$ cat config.mk
export PLATFORM = sky130hd
export DESIGN_NAME = tfp_telegram_parser
export DESIGN_NICKNAME = d
export VERILOG_FILES = /design/src/rtl/tfp_pkg.sv /design/src/rtl/tfp_sep_run.sv /design/src/rtl/tfp_field_acc.sv /design/src/rtl/tfp_frame_ctrl.sv /design/src/rtl/tfp_telegram_parser.sv
export SDC_FILE = /design/constraint.sdc
export NUM_CORES = 1
export LEC_CHECK = 0
export BUFFER_PORTS_ARGS = -buffer_cell sky130_fd_sc_hd__buf_2
export CAP_MARGIN = 20
export CORE_MARGIN = 10
export CORE_UTILIZATION = 59
export DETAILED_ROUTE_END_ITERATION = 8
export GPL_TIMING_DRIVEN = 1
export MAX_ROUTING_LAYER = met4
export PLACE_DENSITY = 0.84
export RECOVER_POWER = 100
export SYNTH_ARGS = -nofsm -noshare
export SYNTH_HDL_FRONTEND = slang
export SYNTH_SLANG_ARGS = --single-unit
$ cat constraint.sdc
create_clock -name clk -period 4.3 [get_ports clk]
set_input_delay 0.43 -clock clk [delete_from_list [all_inputs] [get_ports clk]]
set_output_delay 0.43 -clock clk [all_outputs]
set_load 0.02 [all_outputs]
$ cat src/rtl/tfp_pkg.sv
package tfp_pkg;

   typedef enum logic [1:0] {
      SIGN_ZERO = 2'b00,
      SIGN_ONE  = 2'b01,
      SIGN_SEP  = 2'b10,
      SIGN_RSVD = 2'b11
   } sign_e;

   typedef enum logic [1:0] {
      ST_HUNT = 2'b00,
      ST_ADDR = 2'b01,
      ST_GAP  = 2'b10,
      ST_DATA = 2'b11
   } frame_st_e;

   typedef struct packed {
      logic take;
      logic restart;
      logic emit_addr;
      logic emit_data;
      logic done;
   } frame_ctl_s;

endpackage

$ cat src/rtl/tfp_sep_run.sv
module tfp_sep_run #(
   parameter int START_RUN = 2,
   parameter int SEND_RUN  = 4,
   localparam int RUN_W    = $clog2(SEND_RUN + 1)
) (
   input  logic clk,
   input  logic rst_n,
   input  logic sep_seen,
   input  logic mark_seen,
   input  logic abort,
   output logic start_ok,
   output logic send_ok
);

   localparam logic [RUN_W-1:0] RUN_MAX   = RUN_W'(SEND_RUN);
   localparam logic [RUN_W-1:0] START_LIM = RUN_W'(START_RUN);

   generate
      if (START_RUN < 1) begin : g_bad_start
         $error("tfp_sep_run: START_RUN must be at least 1");
      end
      if (SEND_RUN < START_RUN) begin : g_bad_send
         $error("tfp_sep_run: SEND_RUN must not be below START_RUN");
      end
   endgenerate

   logic [RUN_W-1:0] run_q;

   always_ff @(posedge clk) begin
      if (!rst_n || abort || mark_seen) begin
         run_q <= '0;
      end else if (sep_seen && (run_q != RUN_MAX)) begin
         run_q <= run_q + 1'b1;
      end
   end

   assign start_ok = (run_q >= START_LIM);
   assign send_ok  = (run_q == RUN_MAX);

endmodule

$ cat src/rtl/tfp_field_acc.sv
module tfp_field_acc #(
   parameter int FIELD_W = 32,
   localparam int LEN_W  = $clog2(FIELD_W + 1)
) (
   input  logic               clk,
   input  logic               rst_n,
   input  logic               take,
   input  logic               restart,
   input  logic               bit_in,
   output logic [FIELD_W-1:0] bits,
   output logic [LEN_W-1:0]   len,
   output logic               ovf
);

   localparam logic [LEN_W-1:0] LEN_FULL = LEN_W'(FIELD_W);

   generate
      if (FIELD_W < 2) begin : g_bad_width
         $error("tfp_field_acc: FIELD_W must be at least 2");
      end
   endgenerate

   logic [FIELD_W-1:0] bits_q;
   logic [LEN_W-1:0]   len_q;
   logic               ovf_q;
   logic               full;

   assign full = (len_q == LEN_FULL);

   always_ff @(posedge clk) begin
      if (!rst_n) begin
         bits_q <= '0;
         len_q  <= '0;
         ovf_q  <= 1'b0;
      end else if (take && restart) begin
         bits_q <= {{(FIELD_W-1){1'b0}}, bit_in};
         len_q  <= LEN_W'(1);
         ovf_q  <= 1'b0;
      end else if (take && full) begin
         ovf_q  <= 1'b1;
      end else if (take) begin
         bits_q <= {bits_q[FIELD_W-2:0], bit_in};
         len_q  <= len_q + 1'b1;
      end
   end

   assign bits = bits_q;
   assign len  = len_q;
   assign ovf  = ovf_q;

endmodule

$ cat src/rtl/tfp_frame_ctrl.sv
module tfp_frame_ctrl
   import tfp_pkg::*;
(
   input  logic       clk,
   input  logic       rst_n,
   input  logic       sign_valid,
   input  logic [1:0] sign_code,
   input  logic       abort,
   input  logic       start_ok,
   output logic       sep_seen,
   output logic       mark_seen,
   output frame_ctl_s ctl
);

   frame_st_e st_q, st_d;
   logic      is_bit, is_sep;

   assign is_bit    = sign_valid && ((sign_code == SIGN_ZERO) || (sign_code == SIGN_ONE));
   assign is_sep    = sign_valid && (sign_code == SIGN_SEP);
   assign sep_seen  = is_sep && !abort;
   assign mark_seen = is_bit && !abort;

   always_comb begin
      st_d = st_q;
      ctl  = '0;
      if (abort) begin
         st_d = ST_HUNT;
      end else if (is_bit) begin
         unique case (st_q)
            ST_HUNT: if (start_ok) begin
               ctl.take    = 1'b1;
               ctl.restart = 1'b1;
               st_d        = ST_ADDR;
            end
            ST_ADDR, ST_DATA: ctl.take = 1'b1;
            ST_GAP: begin
               ctl.take    = 1'b1;
               ctl.restart = 1'b1;
               st_d        = ST_DATA;
            end
            default: st_d = ST_HUNT;
         endcase
      end else if (is_sep) begin
         unique case (st_q)
            ST_HUNT: st_d = ST_HUNT;
            ST_ADDR: begin
               ctl.emit_addr = 1'b1;
               st_d          = ST_GAP;
            end
            ST_DATA: begin
               ctl.emit_data = 1'b1;
               st_d          = ST_GAP;
            end
            ST_GAP: begin
               ctl.done = 1'b1;
               st_d     = ST_HUNT;
            end
            default: st_d = ST_HUNT;
         endcase
      end
   end

   always_ff @(posedge clk) begin
      if (!rst_n) st_q <= ST_HUNT;
      else        st_q <= st_d;
   end

endmodule

$ cat src/rtl/tfp_telegram_parser.sv
module tfp_telegram_parser
   import tfp_pkg::*;
#(
   parameter int FIELD_W   = 32,
   parameter int START_RUN = 2,
   parameter int SEND_RUN  = 4,
   localparam int LEN_W    = $clog2(FIELD_W + 1)
) (
   input  logic               clk,
   input  logic               rst_n,
   input  logic               sign_valid,
   input  logic [1:0]         sign_code,
   input  logic               line_abort,
   output logic               addr_valid,
   output logic [FIELD_W-1:0] addr_bits,
   output logic [LEN_W-1:0]   addr_len,
   output logic               data_valid,
   output logic [FIELD_W-1:0] data_bits,
   output logic [LEN_W-1:0]   data_len,
   output logic               field_ovf,
   output logic               telegram_done,
   output logic               ready_to_send
);

   frame_ctl_s         ctl;
   logic               sep_seen, mark_seen, start_ok, send_ok;
   logic [FIELD_W-1:0] acc_bits;
   logic [LEN_W-1:0]   acc_len;
   logic               acc_ovf;

   tfp_frame_ctrl u_ctrl (
      .clk        (clk),
      .rst_n      (rst_n),
      .sign_valid (sign_valid),
      .sign_code  (sign_code),
      .abort      (line_abort),
      .start_ok   (start_ok),
      .sep_seen   (sep_seen),
      .mark_seen  (mark_seen),
      .ctl        (ctl)
   );

   tfp_sep_run #(
      .START_RUN (START_RUN),
      .SEND_RUN  (SEND_RUN)
   ) u_run (
      .clk       (clk),
      .rst_n     (rst_n),
      .sep_seen  (sep_seen),
      .mark_seen (mark_seen),
      .abort     (line_abort),
      .start_ok  (start_ok),
      .send_ok   (send_ok)
   );

   tfp_field_acc #(
      .FIELD_W (FIELD_W)
   ) u_acc (
      .clk     (clk),
      .rst_n   (rst_n),
      .take    (ctl.take),
      .restart (ctl.restart),
      .bit_in  (sign_code[0]),
      .bits    (acc_bits),
      .len     (acc_len),
      .ovf     (acc_ovf)
   );

   always_ff @(posedge clk) begin
      if (!rst_n) begin
         addr_valid    <= 1'b0;
         data_valid    <= 1'b0;
         telegram_done <= 1'b0;
         field_ovf     <= 1'b0;
         addr_bits     <= '0;
         addr_len      <= '0;
         data_bits     <= '0;
         data_len      <= '0;
      end else begin
         addr_valid    <= ctl.emit_addr;
         data_valid    <= ctl.emit_data;
         telegram_done <= ctl.done;
         field_ovf     <= (ctl.emit_addr || ctl.emit_data) && acc_ovf;
         if (ctl.emit_addr) begin
            addr_bits <= acc_bits;
            addr_len  <= acc_len;
         end
         if (ctl.emit_data) begin
            data_bits <= acc_bits;
            data_len  <= acc_len;
         end
      end
   end

   assign ready_to_send = send_ok;

endmodule

==> reports/qor.txt <==
RUN STATUS
-----------------------------------------------------------------------------------------------
Run status                                                                         finished, violations left
Violated checks                                                                    capacitance limit, slew limit

SETUP PATH
-----------------------------------------------------------------------------------------------
Max Fanout on Critical Path                                                                  21
List of cells traversed by the critical path                                       clkinvlp_2, nor4_1, clkbuf_1, mux2i_1, nor2_1
Critical path capture point                                                        addr_bits[14]
Data arrival time of the critical path                                                  3.52 ns
Endpoint of the worst register-to-register path                                    addr_bits[14]
Slowest stage cell on the critical path                                            sky130_fd_sc_hd__clkbuf_1
Logic depth of the worst register-to-register path                                            5
Crit. End Element                                                                          flop
Data required time of the worst path                                                    4.66 ns
Delay of the slowest cell on the worst path                                             1.17 ns
Slack of the worst reg-to-reg path                                                      1.14 ns
Critical path start-end classification                                             flop to flop
Critical path launch point type                                                            flop
Critical path launch point                                                         u_ctrl.st_q[0]
RR Startpoint                                                                      u_ctrl.st_q[0]

SYNTHESIS
-----------------------------------------------------------------------------------------------
Async set or reset register ratio after synthesis                                            0%
Synth Warn #                                                                                  0
Sequential area share after synthesis                                                     53.4%
Top cell types by occurrence after synthesis                                       sky130_fd_sc_hd__dfxtp_1 (124), sky130_fd_sc_hd__mux2i_1 (110), sky130_fd_sc_hd__nor2_1 (85)
Mapped Nets                                                                                 453
Dominant cell by count in the synthesized netlist                                  sky130_fd_sc_hd__dfxtp_1
Cell variety after synth                                                                     39
Synth Area per Inst                                                                    10.5 um2
Library cell with the largest summed area after synthesis                          sky130_fd_sc_hd__dfxtp_1
Most used DFF post-synth                                                           sky130_fd_sc_hd__dfxtp_1
Ranking of synthesized cells by area                                               sky130_fd_sc_hd__dfxtp_1 (53%), sky130_fd_sc_hd__mux2i_1 (24%), sky130_fd_sc_hd__nor2_1 (6.9%)
Synthesized flop and latch total                                                            124
Post-Synthesis Cells                                                                        442
EDFF count, synth                                                                             0
Proportion of netlist area held by the largest area contributor                           53.4%
Cell area after synthesis                                                           0.00465 mm2

PWR
-----------------------------------------------------------------------------------------------
Relative contribution of sequential cells to total power                                  45.8%
Net switching fraction of the power                                                       21.5%
Clock group share of total power                                                          52.9%
Sw Pwr                                                                                 0.538 mW
Share of total power in combinational logic                                                1.2%
Leakage                                                                                 2.19 nW
Overall power                                                                           2.51 mW
Internal Dissipation                                                                    1.97 mW
Peak VDD IR                                                                            0.322 mV
Cell Pwr Density                                                                     451 mW/mm2

STA
-----------------------------------------------------------------------------------------------
Final clock skew                                                                     0.00785 ns
Max_slew headroom                                                                        -2.91%
Final setup viols                                                                             0
RSZ-0062 raised after global routing                                                         no
Maximum achievable frequency                                                            316 MHz
Fin crit share                                                                            73.5%
Final number of max-transition violations                                                    22
Final hold violation count                                                                    0
Post-Route Hold Slack                                                                  0.203 ns
Shortest period the worst path allows                                                   3.16 ns
TNS Setup                                                                                  0 ns
Transition time of the tightest slew-check pin                                          1.54 ns

FLOW RUN
-----------------------------------------------------------------------------------------------
Number of max-cap violations                                                                  1

CTS
-----------------------------------------------------------------------------------------------
Post-cts hold buffer count                                                                    0
CTS Root Buffer Type                                                               sky130_fd_sc_hd__clkbuf_8
Number of gates given a new drive strength after cts                                          0
# clock sinks                                                                               124
Source-to-sink clock delay at the later pin of the worst-skew pair                      0.51 ns
Clock input transition at the sequential cells of the worst setup and hold paths        0.06 ns
Post-CTS setup buffer count                                                                   0
Inserted Clock Buffers                                                                       17
CTS tree                                                                                    yes
Clock Path Buffers                                                                            2
Count of H-tree levels built during CTS                                                       4

FLOORPLAN
-----------------------------------------------------------------------------------------------
# rows                                                                                       32
Area of the die                                                                      0.0118 mm2
Initial Utilization                                                                       60.5%
Top-level I/O count                                                                          87
Die Wd                                                                                   109 um
Chip Height                                                                              109 um
Floorplan Core Area                                                                 0.00769 mm2

GRT
-----------------------------------------------------------------------------------------------
Overflow after GRT                                                                            0
Highest-utilization routing layer at the global route stage                                met2
Met1 layer usage reported by global route                                                 19.4%
Met3 demand-to-capacity share in global routing                                           5.25%
Met2 layer usage reported by global route                                                 31.1%
First-pass GRT wire length                                                              16.9 mm
Number of antenna violations at the first check in global routing                             0
Via count of the first global-routing pass                                                 3531
Overall routing resource usage                                                            18.2%
Maximum number of pins on one net before global-route repair                                 79

LAYOUT
-----------------------------------------------------------------------------------------------
Final standard cell count with taps included and fillers excluded                           643
Layout cell share with drive strength beyond 1                                            8.69%
Antenna Cells                                                                                 0
Nets@finish                                                                                 539
Post-route cell area                                                                0.00556 mm2
Synth-to-Final Area Change                                                                19.7%
Number of inserted filler cells in the final layout                                         614

PLACE
-----------------------------------------------------------------------------------------------
Total half-perimeter wirelength after legalization and detailed placement               6.77 mm
Final Wtd Congestion                                                                      0.882
Post-placement cell area                                                            0.00512 mm2
I/O Buffers                                                                                  86
DP Cell Count                                                                               610

DRT
-----------------------------------------------------------------------------------------------
Per-cell routed wire length                                                             15.9 um
Via count normalized by instance count                                                     5.25
Overall routed net length                                                               10.2 mm
DR iter-0 viols                                                                              80
# DRC                                                                                         0
Length of the first detailed-routing pass in iterations                                       4
Remaining antenna violation count                                                             0
Via count                                                                                  3373

MIN PATH
-----------------------------------------------------------------------------------------------
Class of the most critical hold timing path                                        input pin to flop

## logic make-up (layout without fill, tap and decap cells)
kind of cell	after synthesis	after routing	share of synthesized area, %
adders and majority gates	5	5	1.35
buffers and inverters	35	134	3.98
DFF	124	124	53.4
xor gates and xnor gates	3	3	0.565
AOI/OAI and AO/OA	20	20	3.39
muxes	110	110	23.7
and+or+nand+nor	145	145	13.6
## routing by layer
layer	wire length (um)	vias to the layer above
li1	-	1670
met1	4330	1619
met2	5180	70
met3	558	14
met4	163	0
met5	0	-
## state kept, by name, indices dropped and copies added (netlist names)
name           cells
data_valid         1
telegram_done      1
u_ctrl.st_q        2
u_acc.len          6
data_len           6
data_bits         32
field_ovf          1
u_acc.ovf          1
u_run.run_q        3
addr_bits         32
addr_len           6
u_acc.bits        32
addr_valid         1
## placed cells by master, fill, tap and decap left out, types with 2 or more instances in the layout
master and n:
sky130_fd_sc_hd__a211o_1 2, sky130_fd_sc_hd__a21oi_1 8, sky130_fd_sc_hd__buf_12 2, sky130_fd_sc_hd__buf_2 5, sky130_fd_sc_hd__clkbuf_1 83, sky130_fd_sc_hd__clkbuf_16 16
sky130_fd_sc_hd__clkbuf_8 4, sky130_fd_sc_hd__clkinv_4 3, sky130_fd_sc_hd__clkinvlp_4 6, sky130_fd_sc_hd__dfxtp_1 124, sky130_fd_sc_hd__ha_1 5, sky130_fd_sc_hd__inv_1 9
sky130_fd_sc_hd__mux2i_1 110, sky130_fd_sc_hd__nand2_1 37, sky130_fd_sc_hd__nand2b_1 2, sky130_fd_sc_hd__nand3_1 2, sky130_fd_sc_hd__nor2_1 86, sky130_fd_sc_hd__nor4_1 4
sky130_fd_sc_hd__o21ai_0 3, sky130_fd_sc_hd__o31ai_1 2, sky130_fd_sc_hd__or3_1 2, sky130_fd_sc_hd__or4_1 4, sky130_fd_sc_hd__xor2_1 2
## worst min-delay path by stage
stage,start,depth (start not counted),endpoint,slack [ns]
after floorplan,u_acc.ovf,2,field_ovf,0.42
after detailed placement,u_acc.ovf,2,field_ovf,0.46
after global routing,line_abort,2,field_ovf,0.20
after global placement,u_acc.ovf,2,u_acc.ovf,0.46
final,line_abort,2,field_ovf,0.20
after CTS,line_abort,2,field_ovf,0.21
## power groups by stage
stage / sequential, mW / clock [mW] / combinational (mW)
floorplan: 1.17 / 0 / 0.0214
global placement: 1.17 / 0 / 0.0303
detailed placement: 1.17 / 0 / 0.0311
CTS: 1.15 / 1.34 / 0.0315
global route: 1.15 / 1.40 / 0.0336
finish: 1.15 / 1.33 / 0.0309
## through the flow
step | utilization (%) | setup WS, ns
global route | 72.4 | 0.958
CTS | 74.1 | 1.81
floorplan | - | 2.50
finish | 72.4 | 1.14
detailed placement | 66.6 | 1.75
global placement | 66.4 | 1.77
## area by class of cell
| cell class | instances | area (um2) | area share [%] |
|---|---|---|---|
| Inverter | 11 | 42.5 | 0.765 |
| Multi-Input combinational cell | 283 | 1960 | 35.2 |
| Clock inverter | 12 | 115 | 2.07 |
| Tap cell | 102 | 128 | 2.29 |
| Clock buffer | 20 | 455 | 8.19 |
| Timing Repair Buffer | 91 | 384 | 6.90 |
| Sequential cell | 124 | 2480 | 44.6 |
## critical path: cells and delay by family, from the launching register on
family / cells / cell delay, ns
flip-flops: 1 / 0.54
AND/OR/NAND/NOR: 2 / 0.58
multiplexers: 1 / 0.29
buffers and inverters: 2 / 1.59
Note: power is estimated with default switching activity, not from simulation.
